## config.mk

```make
export PLATFORM = sky130hd
export DESIGN_NAME = fault_escalator
export DESIGN_NICKNAME = d
export VERILOG_FILES = /design/src/rtl/fesc_pkg.sv /design/src/rtl/fesc_classify.sv /design/src/rtl/fesc_pulse.sv /design/src/rtl/fesc_nmi_wdog.sv /design/src/rtl/fault_escalator.sv
export SDC_FILE = /design/constraint.sdc
export NUM_CORES = 1
export LEC_CHECK = 0
export BUFFER_PORTS_ARGS = -buffer_cell sky130_fd_sc_hd__buf_2
export CORE_MARGIN = 3
export CORE_UTILIZATION = 47
export CTS_CLUSTER_SIZE = 40
export DETAILED_ROUTE_END_ITERATION = 16
export GPL_TIMING_DRIVEN = 0
export PLACE_DENSITY = 0.67
export SYNTH_ARGS = -nofsm -noshare
export SYNTH_HDL_FRONTEND = slang
export SYNTH_SLANG_ARGS = --single-unit
```

## constraint.sdc

```tcl
create_clock -name clk_i -period 3.3 [get_ports clk_i]
set_input_delay 0.165 -clock clk_i [delete_from_list [all_inputs] [get_ports clk_i]]
set_output_delay 0.165 -clock clk_i [all_outputs]
set_load 0.02 [all_outputs]
```

## src/rtl/fesc_pkg.sv

```systemverilog
package fesc_pkg;

  typedef enum logic [2:0] {
    SEV_NONE   = 3'd0,
    SEV_IRQ    = 3'd1,
    SEV_NMI    = 3'd2,
    SEV_CPURST = 3'd3,
    SEV_WARM   = 3'd4
  } sev_e;

  // two-bit class code of a source mapped onto the severity ladder
  function automatic sev_e class_to_sev(input logic [1:0] cls);
    case (cls)
      2'd0:    return SEV_IRQ;
      2'd1:    return SEV_NMI;
      2'd2:    return SEV_CPURST;
      default: return SEV_WARM;
    endcase
  endfunction

  function automatic sev_e sev_max(input sev_e a, input sev_e b);
    return (a > b) ? a : b;
  endfunction

endpackage

```

## src/rtl/fesc_classify.sv

```systemverilog
module fesc_classify
  import fesc_pkg::*;
#(
  parameter int                  NSRC  = 4,
  parameter logic [2*NSRC-1:0]   CLASS = '0
) (
  input  logic [NSRC-1:0] fault_i,
  input  logic            sec_i,
  input  logic            blk_i,
  output sev_e            sev_o
);

  sev_e acc;

  always_comb begin
    acc = SEV_NONE;
    for (int s = 0; s < NSRC; s++) begin
      if (fault_i[s]) acc = sev_max(acc, class_to_sev(CLASS[2*s +: 2]));
    end
    if (sec_i) acc = sev_max(acc, SEV_CPURST);
    sev_o = blk_i ? SEV_NONE : acc;
  end

endmodule

```

## src/rtl/fesc_pulse.sv

```systemverilog
module fesc_pulse #(
  parameter int LEN = 8,
  localparam int CW = $clog2(LEN + 1)
) (
  input  logic clk_i,
  input  logic rst_ni,
  input  logic start_i,
  input  logic abort_i,
  output logic busy_o
);

  logic [CW-1:0] cnt_q;

  always_ff @(posedge clk_i or negedge rst_ni) begin
    if (!rst_ni)           cnt_q <= '0;
    else if (abort_i)      cnt_q <= '0;
    else if (start_i)      cnt_q <= CW'(LEN);
    else if (cnt_q != '0)  cnt_q <= cnt_q - 1'b1;
  end

  assign busy_o = (cnt_q != '0);

  AST_PULSE_STARTS: assert property (@(posedge clk_i) disable iff (!rst_ni)
    start_i && !abort_i |=> busy_o);
  AST_NO_RESTART: assert property (@(posedge clk_i) disable iff (!rst_ni)
    busy_o |-> !start_i);

endmodule

```

## src/rtl/fesc_nmi_wdog.sv

```systemverilog
module fesc_nmi_wdog #(
  parameter int TW = 16
) (
  input  logic          clk_i,
  input  logic          rst_ni,
  input  logic          nmi_ev_i,
  input  logic          ack_i,
  input  logic          blk_i,
  input  logic          wipe_all_i,
  input  logic          wipe_nmi_i,
  input  logic [TW-1:0] timeout_i,
  output logic          nmi_o,
  output logic          err_o,
  output logic          expire_o
);

  logic          nmi_q;
  logic          err_q;
  logic [TW-1:0] wd_q;

  assign expire_o = !blk_i && nmi_q && !ack_i && (wd_q == '0);

  always_ff @(posedge clk_i or negedge rst_ni) begin
    if (!rst_ni) begin
      nmi_q <= 1'b0;
      err_q <= 1'b0;
      wd_q  <= '0;
    end else if (wipe_all_i) begin
      nmi_q <= 1'b0;
      err_q <= 1'b0;
      wd_q  <= '0;
    end else if (wipe_nmi_i) begin
      nmi_q <= 1'b0;
      wd_q  <= '0;
      if (ack_i) err_q <= 1'b0;
    end else begin
      if (ack_i) err_q <= 1'b0;
      if (nmi_q) begin
        if (ack_i)             nmi_q <= 1'b0;
        else if (wd_q != '0)   wd_q  <= wd_q - 1'b1;
      end else if (nmi_ev_i) begin
        nmi_q <= 1'b1;
        wd_q  <= timeout_i;
        err_q <= 1'b1;
      end
    end
  end

  assign nmi_o = nmi_q;
  assign err_o = err_q;

  AST_ACK_DROPS_NMI: assert property (@(posedge clk_i) disable iff (!rst_ni)
    nmi_q && ack_i |=> !nmi_q);
  AST_ERR_COVERS_NMI: assert property (@(posedge clk_i) disable iff (!rst_ni)
    nmi_q |-> err_q);
  AST_WD_LOADS: assert property (@(posedge clk_i) disable iff (!rst_ni)
    nmi_ev_i && !nmi_q && !wipe_all_i && !wipe_nmi_i |=> nmi_q && (wd_q == $past(timeout_i)));

endmodule

```

## src/rtl/fault_escalator.sv

```systemverilog
module fault_escalator
  import fesc_pkg::*;
#(
  parameter int                NCPU        = 2,
  parameter int                NSRC        = 4,
  parameter logic [2*NSRC-1:0] FAULT_CLASS = {2'd3, 2'd2, 2'd1, 2'd0},
  parameter int                TW          = 16,
  parameter int                RST_LEN     = 8,
  parameter int                PRIMARY     = 0
) (
  input  logic                 clk_i,
  input  logic                 rst_ni,
  input  logic [NCPU*NSRC-1:0] fault_i,
  input  logic [NCPU-1:0]      sec_viol_i,
  input  logic [NCPU-1:0]      nmi_ack_i,
  input  logic [TW-1:0]        timeout_i,
  output logic [NCPU-1:0]      irq_o,
  output logic [NCPU-1:0]      nmi_o,
  output logic                 err_pin_o,
  output logic [NCPU-1:0]      cpu_rst_o,
  output logic                 warm_rst_o
);

  logic [NCPU-1:0] blk;
  logic [NCPU-1:0] expire;
  logic [NCPU-1:0] cpu_req;
  logic [NCPU-1:0] warm_req;
  logic [NCPU-1:0] err_vec;
  logic [NCPU-1:0] irq_q;
  logic            warm_go;
  logic            warm_busy;
  sev_e            sev [NCPU];

  assign warm_go = |warm_req;

  fesc_pulse #(.LEN(RST_LEN)) u_warm_pulse (
    .clk_i   (clk_i),
    .rst_ni  (rst_ni),
    .start_i (warm_go),
    .abort_i (1'b0),
    .busy_o  (warm_busy)
  );

  for (genvar c = 0; c < NCPU; c++) begin : g_cpu
    localparam bit IS_PRIMARY = (c == PRIMARY);
    logic cpu_busy;

    assign blk[c] = warm_busy || cpu_busy;

    fesc_classify #(.NSRC(NSRC), .CLASS(FAULT_CLASS)) u_class (
      .fault_i (fault_i[c*NSRC +: NSRC]),
      .sec_i   (sec_viol_i[c]),
      .blk_i   (blk[c]),
      .sev_o   (sev[c])
    );

    fesc_nmi_wdog #(.TW(TW)) u_wdog (
      .clk_i      (clk_i),
      .rst_ni     (rst_ni),
      .nmi_ev_i   (sev[c] == SEV_NMI),
      .ack_i      (nmi_ack_i[c]),
      .blk_i      (blk[c]),
      .wipe_all_i (warm_go),
      .wipe_nmi_i (cpu_req[c]),
      .timeout_i  (timeout_i),
      .nmi_o      (nmi_o[c]),
      .err_o      (err_vec[c]),
      .expire_o   (expire[c])
    );

    if (IS_PRIMARY) begin : g_esc_warm
      assign warm_req[c] = (sev[c] == SEV_WARM) || expire[c];
      assign cpu_req[c]  = (sev[c] == SEV_CPURST) && !warm_go;

      AST_PRIMARY_TO_WARM: assert property (@(posedge clk_i) disable iff (!rst_ni)
        expire[c] |=> warm_rst_o && !cpu_rst_o[c]);
    end else begin : g_esc_cpu
      assign warm_req[c] = (sev[c] == SEV_WARM);
      assign cpu_req[c]  = ((sev[c] == SEV_CPURST) || expire[c]) && !warm_go;

      AST_SECONDARY_TO_CPU: assert property (@(posedge clk_i) disable iff (!rst_ni)
        expire[c] |=> cpu_rst_o[c] || warm_rst_o);
    end

    fesc_pulse #(.LEN(RST_LEN)) u_cpu_pulse (
      .clk_i   (clk_i),
      .rst_ni  (rst_ni),
      .start_i (cpu_req[c]),
      .abort_i (warm_go),
      .busy_o  (cpu_busy)
    );

    always_ff @(posedge clk_i or negedge rst_ni) begin
      if (!rst_ni)                    irq_q[c] <= 1'b0;
      else if (warm_go || cpu_req[c]) irq_q[c] <= 1'b0;
      else                            irq_q[c] <= (sev[c] == SEV_IRQ);
    end

    assign cpu_rst_o[c] = cpu_busy;
    assign irq_o[c]     = irq_q[c];

    AST_SEC_FORCES_RESET: assert property (@(posedge clk_i) disable iff (!rst_ni)
      sec_viol_i[c] && !blk[c] |=> cpu_rst_o[c] || warm_rst_o);
    AST_IRQ_NO_ESCALATE: assert property (@(posedge clk_i) disable iff (!rst_ni)
      (sev[c] == SEV_IRQ) && !warm_go |=> !cpu_rst_o[c] && !nmi_o[c] == !$past(nmi_o[c] && !nmi_ack_i[c]));
  end

  assign err_pin_o  = |err_vec;
  assign warm_rst_o = warm_busy;

  AST_ERR_PIN_ON_NMI: assert property (@(posedge clk_i) disable iff (!rst_ni)
    |nmi_o |-> err_pin_o);
  AST_WARM_IDLE: assert property (@(posedge clk_i) disable iff (!rst_ni)
    warm_rst_o |-> !(|nmi_o) && !err_pin_o && !(|irq_o) && !(|cpu_rst_o));

endmodule

```

==> results.sh <==
export IMPL_rrSetupSlack_ns=0.53
export IMPL_final_antenna_net_count=0
export IMPL_initial_utilization=0.492
export IMPL_cts_tree="yes"
export IMPL_area_growth_pct=11.9
export IMPL_clk_path_buf_depth=2
export IMPL_status="finished clean"
export IMPL_tns_ns=0
export IMPL_holdBufCountCts=0
export IMPL_tightestPinTransition_ns=1.15
export IMPL_r2r_end="g_cpu[0].u_wdog.wd_q[14]$_DFFE_PN0P_"
export IMPL_fp_dieH_um=90.8
export IMPL_cp_max_fo=10
export IMPL_ctsResizeCount=0
export IMPL_grt_pass1_wl_um=15700
export IMPL_hold_violations=0
export IMPL_synth_avg_cell_area_sq_um=8.86
export IMPL_relSlewSlack=0.236
export IMPL_startpoint_type="register"
export IMPL_clockPowerShare=0.143
export IMPL_slew_violations=0
export IMPL_seqPwrFrac=0.339
export IMPL_totalWireLength_um=9630
export IMPL_worstPathArrival_ns=3.00
export IMPL_cts_max_level=2
export IMPL_reg2reg_from="u_warm_pulse.cnt_q[0]$_DFFE_PN0P_"
export IMPL_vias_per_cell=6.34
export IMPL_yosys_warnings=0
export IMPL_grt_pass1_vias=2986
export IMPL_power_density_nw_per_um2=738
export IMPL_fin_area_sq_um=3780
export IMPL_async_flop_share=1.00
export IMPL_crit_path_max_incr_delay_ns=0.73
export IMPL_yosysUniqueCellTypes=68
export IMPL_drive_gt1_frac=0.190
export IMPL_peakVddDrop_mv=0.303
export IMPL_clk_pin_slew_worst_paths_ns=0.10
export IMPL_numCtsBuffers=5
export IMPL_layout_setup_ws_ns=0.531
export IMPL_diodes=0
export IMPL_cp_cell_sequence="inv_1 > ha_1 > nor3b_4 > nand2_1 > nor3_2 > a221oi_1 > a211oi_2"
export IMPL_dieArea_sq_um=8240
export IMPL_clock_sinks=50
export IMPL_period_share=0.839
export IMPL_max_freq_mhz=361
export IMPL_r2r_cells=7
export IMPL_io_pins=38
export IMPL_rsz0062_at_grt="no"
export IMPL_synth_nets=418
export IMPL_first_pass_iters=5
export IMPL_postPlaceCellArea_sq_um=3680
export IMPL_dieWidth_um=90.8
export IMPL_synthCells=381
export IMPL_synth_ff_type="dfrtp_1"
export IMPL_grt_max_degree=51
export IMPL_p_int_w=0.00151
export IMPL_synth_area_sq_um=3380
export IMPL_p_comb_frac=0.518
export IMPL_dr_total_vias=3310
export IMPL_setup_violations=0
export IMPL_synth_seq_cells=50
export IMPL_hold_path_class="primary input to asynchronous set/reset pin"
export IMPL_cp_top_family="simple AND/OR/NAND/NOR gates"
export IMPL_grt_usage=0.236
export IMPL_p_sw_w=0.00128
export IMPL_layout_commonest_cell="dfrtp_1"
export IMPL_port_buffers=37
export IMPL_drv_cap=0
export IMPL_required_ns=3.53
export IMPL_post_route_min_period_ns=2.77
export IMPL_switching_share=0.458
export IMPL_core_region_area_sq_um=6870
export IMPL_antenna_found_initial=0
export IMPL_final_cell_mix="dfrtp_1 (50), buf_2 (44), nand2_1 (32)"
export IMPL_dpl_worst_slack_ns=0.596
export IMPL_clock_skew_ns=0.00469
export IMPL_critPathBufInv=1
export IMPL_cts_root_buf="clkbuf_8"
export IMPL_grt_overflow_total=0
export IMPL_total_power_w=0.00279
export IMPL_place_congestion=0.924
export IMPL_critPathCaptureType="register"
export IMPL_insertion_delay_ns=0.31
export IMPL_dp_hpwl_um=6920
export IMPL_seq_area_frac_synth=0.371
export IMPL_synth_edf_count=0
export IMPL_slowest_stage="nor3_2"
export IMPL_cts_setup_buffers=0
export IMPL_wl_per_cell_um=18.4
export IMPL_worst_setup_path_type="register to register"
export IMPL_p_leak_nw=1.63
export IMPL_drcViolationCount=0
export IMPL_nNetsFinal=462
export IMPL_drt_first_iter_violations=308
export IMPL_placement_rows=30
-- worst max-delay path by stage --
stage	slack, ns	endpoint	cells past startpoint	start
2_1_floorplan	1.14	g_cpu[0].u_wdog.wd_q[13]$_DFFE_PN0P_	8	u_warm_pulse.cnt_q[0]$_DFFE_PN0P_
3_3_place_gp	0.63	g_cpu[0].u_wdog.wd_q[14]$_DFFE_PN0P_	7	u_warm_pulse.cnt_q[0]$_DFFE_PN0P_
3_5_place_dp	0.60	g_cpu[0].u_wdog.wd_q[13]$_DFFE_PN0P_	8	u_warm_pulse.cnt_q[0]$_DFFE_PN0P_
4_1_cts	0.55	g_cpu[0].u_wdog.wd_q[13]$_DFFE_PN0P_	8	u_warm_pulse.cnt_q[0]$_DFFE_PN0P_
5_1_grt	0.30	g_cpu[0].u_wdog.wd_q[13]$_DFFE_PN0P_	8	u_warm_pulse.cnt_q[0]$_DFFE_PN0P_
6_report	0.53	g_cpu[0].u_wdog.wd_q[14]$_DFFE_PN0P_	7	u_warm_pulse.cnt_q[0]$_DFFE_PN0P_
-- cell type report --
| cell class | count | area [sq um] |
|---|---|---|
| Clock inverter | 2 | 12.5 |
| Multi-Input combinational cell | 287 | 1920 |
| Tap cell | 96 | 120 |
| Clock buffer | 6 | 82.6 |
| Buffer | 27 | 141 |
| Sequential cell | 50 | 1250 |
| Fill cell | 668 | 3090 |
| Timing Repair Buffer | 37 | 185 |
| Inverter | 17 | 63.8 |
-- power groups by stage --
stage	logic (W)	clock network, W	registers (W)
after global routing	0.00162	0.000427	0.000975
after detailed placement	0.00142	0	0.000953
final	0.00144	0.000398	0.000946
after global placement	0.00140	0	0.000945
after CTS	0.00143	0.000403	0.000941
after floorplan	0.00112	0	0.000911
-- routing by layer --
layer	vias to the layer above	global-route usage	routed length, um
met2	143	0.348	4190
met5	-	0	0
met1	1602	0.356	4540
li1	1548	-	-
met4	0	0.0561	167
met3	17	0.0408	728
-- flip-flops by register name (all words and copies together), names as in the netlist --
signal and cells:
irq_o 2, g_cpu.u_wdog.wd_q 32, u_warm_pulse.cnt_q 4, g_cpu.u_wdog.nmi_o 2
g_cpu.u_cpu_pulse.cnt_q 8, g_cpu.u_wdog.err_o 2
-- logic make-up after synthesis --
group / synth area share
and+or+nand+nor: 0.272
adders and majority gates: 0.0259
buffers and inverters: 0.0608
xor gates and xnor gates: 0.00778
AOI/OAI and AO/OA: 0.235
muxes: 0.0285
DFF: 0.371
-- worst register-to-register path, stage by stage (launching register included) --
cell and delay [ns]:
dfrtp_1 0.39, inv_1 0.09, ha_1 0.21, nor3b_4 0.44, nand2_1 0.25, nor3_2 0.73
a221oi_1 0.30, a211oi_2 0.27
-- metrics by stage --
stage               instances  hold slack [ns]  utilization
finish                    522           0.0635        0.550
global route              522           0.0838        0.550
CTS                       522           0.0839        0.550
detailed placement        514            0.418        0.536
global placement          514            0.417        0.536
floorplan                 381           -0.131            -
-- cells in the mapped netlist (all sizes together), types with 7 or more instances --
cell type / instances / share of area
nor3: 29 / 0.046
nand3: 20 / 0.030
a211oi: 24 / 0.055
dfrtp: 50 / 0.37
a311oi: 11 / 0.029
a21oi: 18 / 0.028
buf: 15 / 0.028
clkbuf: 12 / 0.014
nand2: 32 / 0.036
o21ai: 10 / 0.015
nor2: 25 / 0.028
a32oi: 9 / 0.023
inv: 17 / 0.019
ha: 7 / 0.026
Power figures use the tool's default switching activity.
